[src/rtl/port_strobe_pkg.sv]
package port_strobe_pkg;
  localparam int MODE_LSB = 3;
  localparam int MODE_W = 3;
  localparam logic [MODE_W-1:0] MODE_AUTO = 3'b101;
  localparam logic [MODE_W-2:0] MODE_MANUAL_HI = 2'b11;

  typedef struct packed {
    logic eRise;
    logic eFall;
    logic wrData;
    logic wrCtrl;
    logic deselFall;
  } busStrobes_t;
endpackage

[src/rtl/port_strobe_bus.sv]
module port_strobe_bus
  import port_strobe_pkg::*;
(
  input  logic        clk,
  input  logic        rstN,
  input  logic        eBus,
  input  logic        chipSel,
  input  logic        regSel,
  input  logic        rwN,
  output busStrobes_t stb
);
  logic ePrev;

  always_ff @(posedge clk) begin
    if (!rstN) ePrev <= 1'b0;
    else       ePrev <= eBus;
  end

  always_comb begin
    stb.eRise     = eBus & ~ePrev;
    stb.eFall     = ~eBus & ePrev;
    stb.wrData    = stb.eFall & chipSel & ~rwN & ~regSel;
    stb.wrCtrl    = stb.eFall & chipSel & ~rwN & regSel;
    stb.deselFall = stb.eFall & ~chipSel;
  end

  // at most one register is written per cycle, and never while deselected
  p_one_target_r2: assert property (@(posedge clk) disable iff (!rstN)
    $onehot0({stb.wrData, stb.wrCtrl, stb.deselFall}));

  // writes only come from the falling phase of E
  p_write_on_fall_r2: assert property (@(posedge clk) disable iff (!rstN)
    (stb.wrData | stb.wrCtrl) |-> (ePrev && !eBus));
endmodule

[src/rtl/port_strobe_core.sv]
module port_strobe_core
  import port_strobe_pkg::*;
#(
  parameter int DATA_W = 8
) (
  input  logic              clk,
  input  logic              rstN,
  input  busStrobes_t       stb,
  input  logic [DATA_W-1:0] wrData,
  output logic [DATA_W-1:0] portData,
  output logic              strobeOut
);
  logic [DATA_W-1:0] ctrlReg;
  logic [DATA_W-1:0] dataReg;
  logic [MODE_W-1:0] modeField;
  logic              isAuto;
  logic              pulseLine;
  logic              pendLow;
  logic              relArm;

  assign modeField = ctrlReg[MODE_LSB +: MODE_W];
  assign isAuto    = (modeField == MODE_AUTO);

  always_ff @(posedge clk) begin
    if (!rstN) begin
      ctrlReg   <= '0;
      dataReg   <= '0;
      pulseLine <= 1'b1;
      pendLow   <= 1'b0;
      relArm    <= 1'b0;
    end else if (stb.wrCtrl) begin
      ctrlReg   <= wrData;
      pulseLine <= 1'b1;
      pendLow   <= 1'b0;
      relArm    <= 1'b0;
    end else begin
      if (stb.wrData) begin
        dataReg <= wrData;
        if (isAuto) begin
          pendLow <= 1'b1;
          relArm  <= 1'b0;
        end
      end
      if (stb.eRise && isAuto) begin
        if (pendLow) begin
          pulseLine <= 1'b0;
          pendLow   <= 1'b0;
        end else if (relArm) begin
          pulseLine <= 1'b1;
          relArm    <= 1'b0;
        end
      end
      if (stb.deselFall && isAuto && !pulseLine && !pendLow) relArm <= 1'b1;
    end
  end

  always_comb begin
    if (isAuto)                                          strobeOut = pulseLine;
    else if (modeField[MODE_W-1:1] == MODE_MANUAL_HI)    strobeOut = ctrlReg[MODE_LSB];
    else                                                 strobeOut = 1'b1;
  end

  assign portData = dataReg;

  // reset leaves the line high and the registers clear
  p_reset_state_r1: assert property (@(posedge clk)
    !rstN |=> (strobeOut && ctrlReg == '0 && portData == '0));

  // the pulse line only falls at a rising edge of E
  p_fall_on_erise_r3: assert property (@(posedge clk) disable iff (!rstN)
    $fell(pulseLine) |-> $past(stb.eRise));

  // data presented downstream is stable across the strobe rising edge
  p_data_stable_r9: assert property (@(posedge clk) disable iff (!rstN)
    $rose(strobeOut) |-> $stable(portData));

  // a control write always leaves the pulse line released
  p_ctrl_release_r10: assert property (@(posedge clk) disable iff (!rstN)
    stb.wrCtrl |=> pulseLine);
endmodule

[src/rtl/port_strobe_ctrl.sv]
module port_strobe_ctrl
  import port_strobe_pkg::*;
#(
  parameter int DATA_W = 8
) (
  input  logic              clk,
  input  logic              rstN,
  input  logic              eBus,
  input  logic              chipSel,
  input  logic              regSel,
  input  logic              rwN,
  input  logic [DATA_W-1:0] wrData,
  output logic [DATA_W-1:0] portData,
  output logic              strobeOut
);
  busStrobes_t stb;

  port_strobe_bus bus_i (
    .clk     (clk),
    .rstN    (rstN),
    .eBus    (eBus),
    .chipSel (chipSel),
    .regSel  (regSel),
    .rwN     (rwN),
    .stb     (stb)
  );

  port_strobe_core #(.DATA_W(DATA_W)) core_i (
    .clk       (clk),
    .rstN      (rstN),
    .stb       (stb),
    .wrData    (wrData),
    .portData  (portData),
    .strobeOut (strobeOut)
  );
endmodule

[config.mk]
export PLATFORM = sky130hd
export DESIGN_NAME = port_strobe_ctrl
export DESIGN_NICKNAME = d
export VERILOG_FILES = /design/src/rtl/port_strobe_pkg.sv /design/src/rtl/port_strobe_bus.sv /design/src/rtl/port_strobe_core.sv /design/src/rtl/port_strobe_ctrl.sv
export SDC_FILE = /design/constraint.sdc
export NUM_CORES = 1
export LEC_CHECK = 0
export CAP_MARGIN = 20
export CORE_MARGIN = 2
export CORE_UTILIZATION = 35
export DETAILED_ROUTE_END_ITERATION = 12
export PLACE_DENSITY = 0.62
export SYNTH_ARGS = -nofsm -noshare
export SYNTH_HDL_FRONTEND = slang
export SYNTH_HIERARCHICAL = 1
export SYNTH_SLANG_ARGS = --single-unit
[constraint.sdc]
create_clock -name clk -period 1.22 [get_ports clk]
set_input_delay 0.244 -clock clk [delete_from_list [all_inputs] [get_ports clk]]
set_output_delay 0.244 -clock clk [all_outputs]
set_load 0.02 [all_outputs]
==> metrics, run 1 <==
port bufs 22; synthesized area per cell 9.266 um2; yosys warns 6; P_sw 0.0001943 W; most frequent cell after synthesis nand2_1; Logic pwr share between 10% and 20%; Hold Crit Class in -> reg; Clock Pin Slew Worst Setup and Hold Paths 90 ps; main flop type after synthesis dfxtp_1; CP max-delay cell clkdlybuf4s50_1; Arr. time, crit path ~1500 ps; routability cong. around 0.72; Num CTS Buffers 3; Skew-Pair Late Insertion Delay 280 ps; core footprint ~1900 um2; max cap viols 0; total power just under 0.0009 W; pwr/cell area 833.5 nW/um2; register area 304.0 um2; H-tree level count 1; routed len/inst 11.21 um; WP data required 1400 ps; detailed placer's ending HPWL between 1000 and 1500 um; count of final hold-check violations 0; setup violators final 13; Initial Utilization between 30% and 40%; Clk pwr share 32.3%; first-pass GRT wire length 2152 um; area growth from synthesis to layout 53.10%; 1st-pass router iterations 3; vias in the first global route approximately 530; area of the multi-input gates 415.4 um2; CP startpoint kind input port; area leader, netlist dfxtp_1; Min Clock Period, post-route approximately 1300 ps; Max Clock Freq ~770 MHz; Leak Pwr 0.3948 nW; post-synthesis cell type count 24; Post-Syn Area between 600 and 700 um2; Slew headroom a little under nine tenths; Commonest cells post-synth nand2_1, dfxtp_1, a21boi_0; Seq cells post-synth 15; status finished with violations; CTS root buffer clkbuf_4; final worst slack -83.57 ps; CTS tree yes; Tcrit/Tclk final 106.8%; io pins 23; top routing layer in use met4; Avg Vias per Cell 4.462; CP Cell Sequence clkdlybuf4s50_1 -> and4b_4 -> nor2b_4 -> and4b_1 -> a31o_1; Detailed Route Iter0 Violations 4; fin nets 120; number of fill cells around 180; Overflow after GRT 0; final setup TNS -582.8 ps; Slew Limit Fails 0; Post-route DRC 0; Net Sw Frac between 20 and 25%; sequential power share 56.8%; Setup CP Type in -> reg; top cells by area, synth dfxtp_1, a21boi_0, nand2_1; Rows 16; peak supply drop between 0.0005 and 0.0006 V; Die Span Y between 40 and 50 um; Detail Route Antenna Nets 0; Worst-Margin Slew approximately 210 ps; crit-path max cell delay approximately 500 ps; Clock Tree Buf Depth 2; Inserted Diodes 0; vias around 590; die area between 2000 and 2500 um2; Die Span X around 48 um; DR WL met2 ~700 um; initial antenna violation count 0; met1 WL between 600 and 700 um; EDFF count, synth 0; post-synthesis sequential area ratio 43.80%; largest net degree at the start of global routing 13; Syn Inst Count 74; Internal Power 0.0006806 W; Yosys top cell area share approximately 44%; crit path max fanout 5; clk sinks 15; RSZ-0062 raised after global routing yes; CP endpoint kind flip-flop; Syn Nets 88; FFs w/ async S/R, synth 0%; met3 WL post-DR 61 um; Worst Skew approximately 1.2 ps; final WL 1480 um; share of layout cells above drive strength 1 approximately two fifths; violated checks setup timing; All-Layer GR Usage between 10% and 20%
==> power by group through the flow <==
stage	logic [W]	registers [W]	clock network [W]
after floorplan	0.0000300	0.000509	0
after global placement	0.0000933	0.000507	0
after detailed placement	0.0000925	0.000507	0
after CTS	0.0000938	0.000496	0.000300
after global routing	0.000102	0.000497	0.000314
final	0.0000956	0.000497	0.000283
==> layout make-up <==
type | count | area share [%]
inverters | 1 | 0.3576
multi-input cells | 54 | 39.57
flip-flops and latches | 15 | 28.96
well taps | 27 | 3.218
repair buffers | 31 | 25.27
clock buffers | 3 | 2.145
clock inverters | 1 | 0.4768
==> per-stage QoR <==
stage | worst slack (ps) | std cells | util, % | area, um2 | hold WS (ps)
after global placement | -523.3 | 127 | 51.97 | 988.4 | 442.8
final | -83.57 | 132 | 55.20 | 1050 | 395.1
after detailed placement | -545.2 | 127 | 51.97 | 988.4 | 449.3
after global routing | -148.5 | 132 | 55.20 | 1050 | 384.4
after floorplan | -9.168 | 74 | - | 708.2 | 365.7
after CTS | -129.5 | 132 | 54.21 | 1031 | 387.8
==> registers in the layout (all words and copies together), names as in the netlist <==
name	cells
bus_i/ePrev	1
core_i/ctrlReg	3
core_i/pendLow	1
core_i/portData	8
core_i/pulseLine	1
core_i/relArm	1
==> placed cells by master, fill, tap and decap left out <==
cell / instances
clkbuf_4: 3
a21oi_1: 1
dlygate4sd2_1: 1
clkbuf_2: 6
and2_1: 2
nor2_1: 1
and2b_1: 2
and4b_2: 1
a21boi_1: 7
nand2_1: 10
dfxtp_2: 3
clkdlybuf4s50_1: 12
a31o_1: 1
nor2b_1: 4
clkinv_2: 1
nor2b_4: 3
and4b_1: 1
a21boi_2: 2
and4bb_1: 1
o21ai_1: 2
mux2i_1: 3
buf_6: 3
nand2b_4: 1
nor3b_2: 1
clkdlybuf4s15_1: 2
o2111ai_2: 1
inv_2: 1
and4b_4: 1
nand2b_1: 1
dfxtp_1: 12
buf_4: 7
and4bb_2: 1
nand2_2: 7
==> logic make-up after synthesis <==
kind of cell | after synthesis | share of synthesized area, %
AO/OA/AOI/OAI | 14 | 14.60
buffers and inverters | 5 | 4.012
flip-flops | 15 | 43.80
AND/OR/NAND/NOR | 37 | 33.21
multiplexers | 3 | 4.380
==> final timing paths <==
| check | startpoint | end | slack, ps | cells after the start |
|---|---|---|---|---|
| worst min-delay path | eBus | bus_i/ePrev | 400 | 2 |
| worst min register to register | core_i/portData[0] | core_i/portData[0] | 470 | 2 |
| worst max-delay path | chipSel | core_i/relArm | -80 | 5 |
| worst max register to register | bus_i/ePrev | core_i/relArm | -80 | 5 |
==> worst max-delay path: cells and delay by family <==
| kind | cells | cell delay, ps |
|---|---|---|
| compound gates | 1 | 180 |
| buf+inv | 1 | 500 |
| simple gates | 3 | 570 |
==> layer usage <==
metal	up-vias	global-route usage (%)
met4	0	9.730
met2	12	20.53
met3	2	2.222
met1	263	17.63
met5	-	0
li1	312	-
==> what timing repair did <==
| item | 4_1_cts | 5_1_grt |
|---|---|---|
| hold buffers | 0 | 0 |
| endpoints found under the setup margin | 23 | 21 |
| buffers inserted | 1 | 0 |
| pin swaps | 18 | 15 |
| resized for setup | 24 | 28 |
(Power assumes the default switching activity.)
==> inputs of run 2 (changes only) <==
--- a/config.mk
+++ b/config.mk
@@ -9,6 +9,8 @@
 export CORE_MARGIN = 2
 export CORE_UTILIZATION = 35
 export DETAILED_ROUTE_END_ITERATION = 12
+export GPL_TIMING_DRIVEN = 0
+export MAX_ROUTING_LAYER = met4
 export PLACE_DENSITY = 0.62
 export SYNTH_ARGS = -nofsm -noshare
 export SYNTH_HDL_FRONTEND = slang
==> constraint.sdc (replaced) <==
create_clock -name clk -period 1.22 [get_ports clk]
set_input_delay 0.244 -clock clk [delete_from_list [all_inputs] [get_ports clk]]
set_output_delay 0.244 -clock clk [all_outputs]
set_load 0.01 [all_outputs]
==> run 2 against run 1 <==
The run still ends with setup timing left. First-iteration DRC count is 100% lower. Clock power is essentially flat. Largest cell class unchanged. Sequential power about the same.
==> metrics, run 2 (same netlist as run 1, synthesis figures left out) <==
Skew-Pair Late Insertion Delay 280 ps (about the same); Avg Vias per Cell 4.462 (about the same); Tcrit/Tclk final 105.8% (-1.1 points); Worst-Margin Slew 341.7 ps (+135.0 ps); Util after Layout 53.22% (-2.0 points); largest net degree at the start of global routing 11 (-2); area growth from synthesis to layout 47.63%; WP data required 1400 ps (about the same); Worst Skew 5.802 ps (+4.611 ps); met3 WL post-DR 58 um (-4.9%); CTS root buffer clkbuf_4; routability cong. 0.6616 (-8.4%); CP endpoint kind flip-flop; Detail Route Antenna Nets 0 (unchanged); Min Clock Period, post-route 1290 ps (-13.25 ps); share of layout cells above drive strength 1 19.42% (-21 points); max reg flops 8 (unchanged); count of final hold-check violations 0 (unchanged); Leak Pwr 0.4045 nW (+2.5%); Initial Utilization 36.05% (unchanged); CP startpoint kind input port; Detailed Route Iter0 Violations 0 (-4); io pins 23 (unchanged); CTS tree yes; commonest non-fill, non-tap cell in the layout nand2_1; vias 580 (-1.5%); final WL 1409 um (-4.8%); initial antenna violation count 0 (unchanged); detailed placer's ending HPWL 1012 um (-10%); Post-route DRC 0 (unchanged); setup violators final 13 (unchanged); port bufs 22 (unchanged); max cap viols 0 (unchanged); routed len/inst 10.84 um (-3.3%); core footprint 1902 um2 (unchanged); H-tree level count 1 (unchanged); 1st-pass router iterations 1 (-2); most frequent cells in the layout nand2_1, dfxtp_1, clkdlybuf4s50_1; Inserted Diodes 0 (unchanged); RSZ-0062 raised after global routing yes; Max Clock Freq 775.0 MHz (+1.0%); Setup CP Type in -> reg; Rows 16 (unchanged); total power 0.0008634 W (-1.3%); met1 WL 661 um (-5.2%); crit path max fanout 4 (-1); Clock Tree Buf Depth 2 (unchanged); fin nets 118 (-1.7%); top routing layer in use met4; Arr. time, crit path 1470 ps (-20 ps); final worst slack -70.32 ps (+13.25 ps); violated checks setup timing; die area 2329 um2 (unchanged); number of fill cells 194 (+8.4%); WHS 387.0 ps (-8.159 ps); vias in the first global route 522 (-0.57%); first-pass GRT wire length 2145 um (-0.33%); Slew headroom 77.22% (-9.0 points); Overflow after GRT 0 (unchanged); DR WL met2 678 um (-3.3%); Die Span Y 48.26 um (unchanged); CTS Hold Buffers Added 0 (unchanged); clk sinks 15 (unchanged); Hold Crit Class in -> reg; Clock Pin Slew Worst Setup and Hold Paths 90 ps (about the same); Slew Limit Fails 0 (unchanged); peak supply drop 0.0007497 V (+35%); pwr/cell area 853.0 nW/um2 (+2.3%); Die Span X 48.26 um (unchanged); All-Layer GR Usage 14.34% (+0.66 points); status finished with violations; Num CTS Buffers 3 (unchanged)
[run 2: changes by cell type in the layout (fill, tap and decap cells not counted), sizes merged]
cell           before  now
clkinv              1    0
clkbuf              9    5
dlygate4sd2         1    9
clkdlybuf4s15       2    0
buf                10    7
[run 2: per-stage QoR]
step | setup TNS [ps] | cells | cell area, um2 | setup slack (ps)
floorplan | -68.74 | 74 | 698.2 | -7.716
global placement | -6427 | 123 | 952.2 | -522.9
detailed placement | -6833 | 123 | 952.2 | -557.0
CTS | -625.5 | 130 | 1012 | -78.45
global route | -1644 | 130 | 1012 | -149.1
finish | -602.3 | 130 | 1012 | -70.32
[run 2: cell type report]
| class | count | area, um2 | area share (%) |
|---|---|---|---|
| timing repair buffer | 26 | 237.7 | 23.49 |
| clock buffer | 4 | 26.28 | 2.596 |
| tap | 27 | 33.78 | 3.337 |
| inverter | 1 | 3.754 | 0.3708 |
| buffer | 3 | 26.28 | 2.596 |
| sequential | 15 | 304.0 | 30.04 |
| multi-input combinational | 54 | 380.4 | 37.58 |
[run 2: where the power goes]
part,switching (W),leakage (nW),internal [W]
Sequential,0.00000228,0.122,0.000494
Combinational,0.0000258,0.267,0.0000592
Clock,0.000155,0.0150,0.000127
Total,0.000184,0.404,0.000680
[run 2: final timing paths]
path	slack, ps	cells after the start	from	end
setup / recovery	-70	6	chipSel	core_i/relArm
hold / removal	390	2	eBus	bus_i/ePrev
setup reg to reg	-70	6	bus_i/ePrev	core_i/relArm
hold reg to reg	450	2	core_i/portData[7]	core_i/portData[7]
[run 2: worst max-delay path, cell delays in order]
cell and delay, ps:
clkdlybuf4s50_1 480, and4b_1 220, buf_6 130, nor2b_4 50, and4b_1 160, a31o_1 180
[run 2: repair_timing]
item                                    4_1_cts  5_1_grt
endpoints found under the hold margin         0        0
endpoints found under the setup margin       22       13
setup buffers                                 4        0
pin swaps                                     1        0
gates resized for setup                      32        0
[run 2: metal layers]
metal  track usage [%]  vias up
li1                  -      311
met1             16.07      257
met2             22.37       10
met3             6.667        2
met4             4.865        0
met5                 -        -
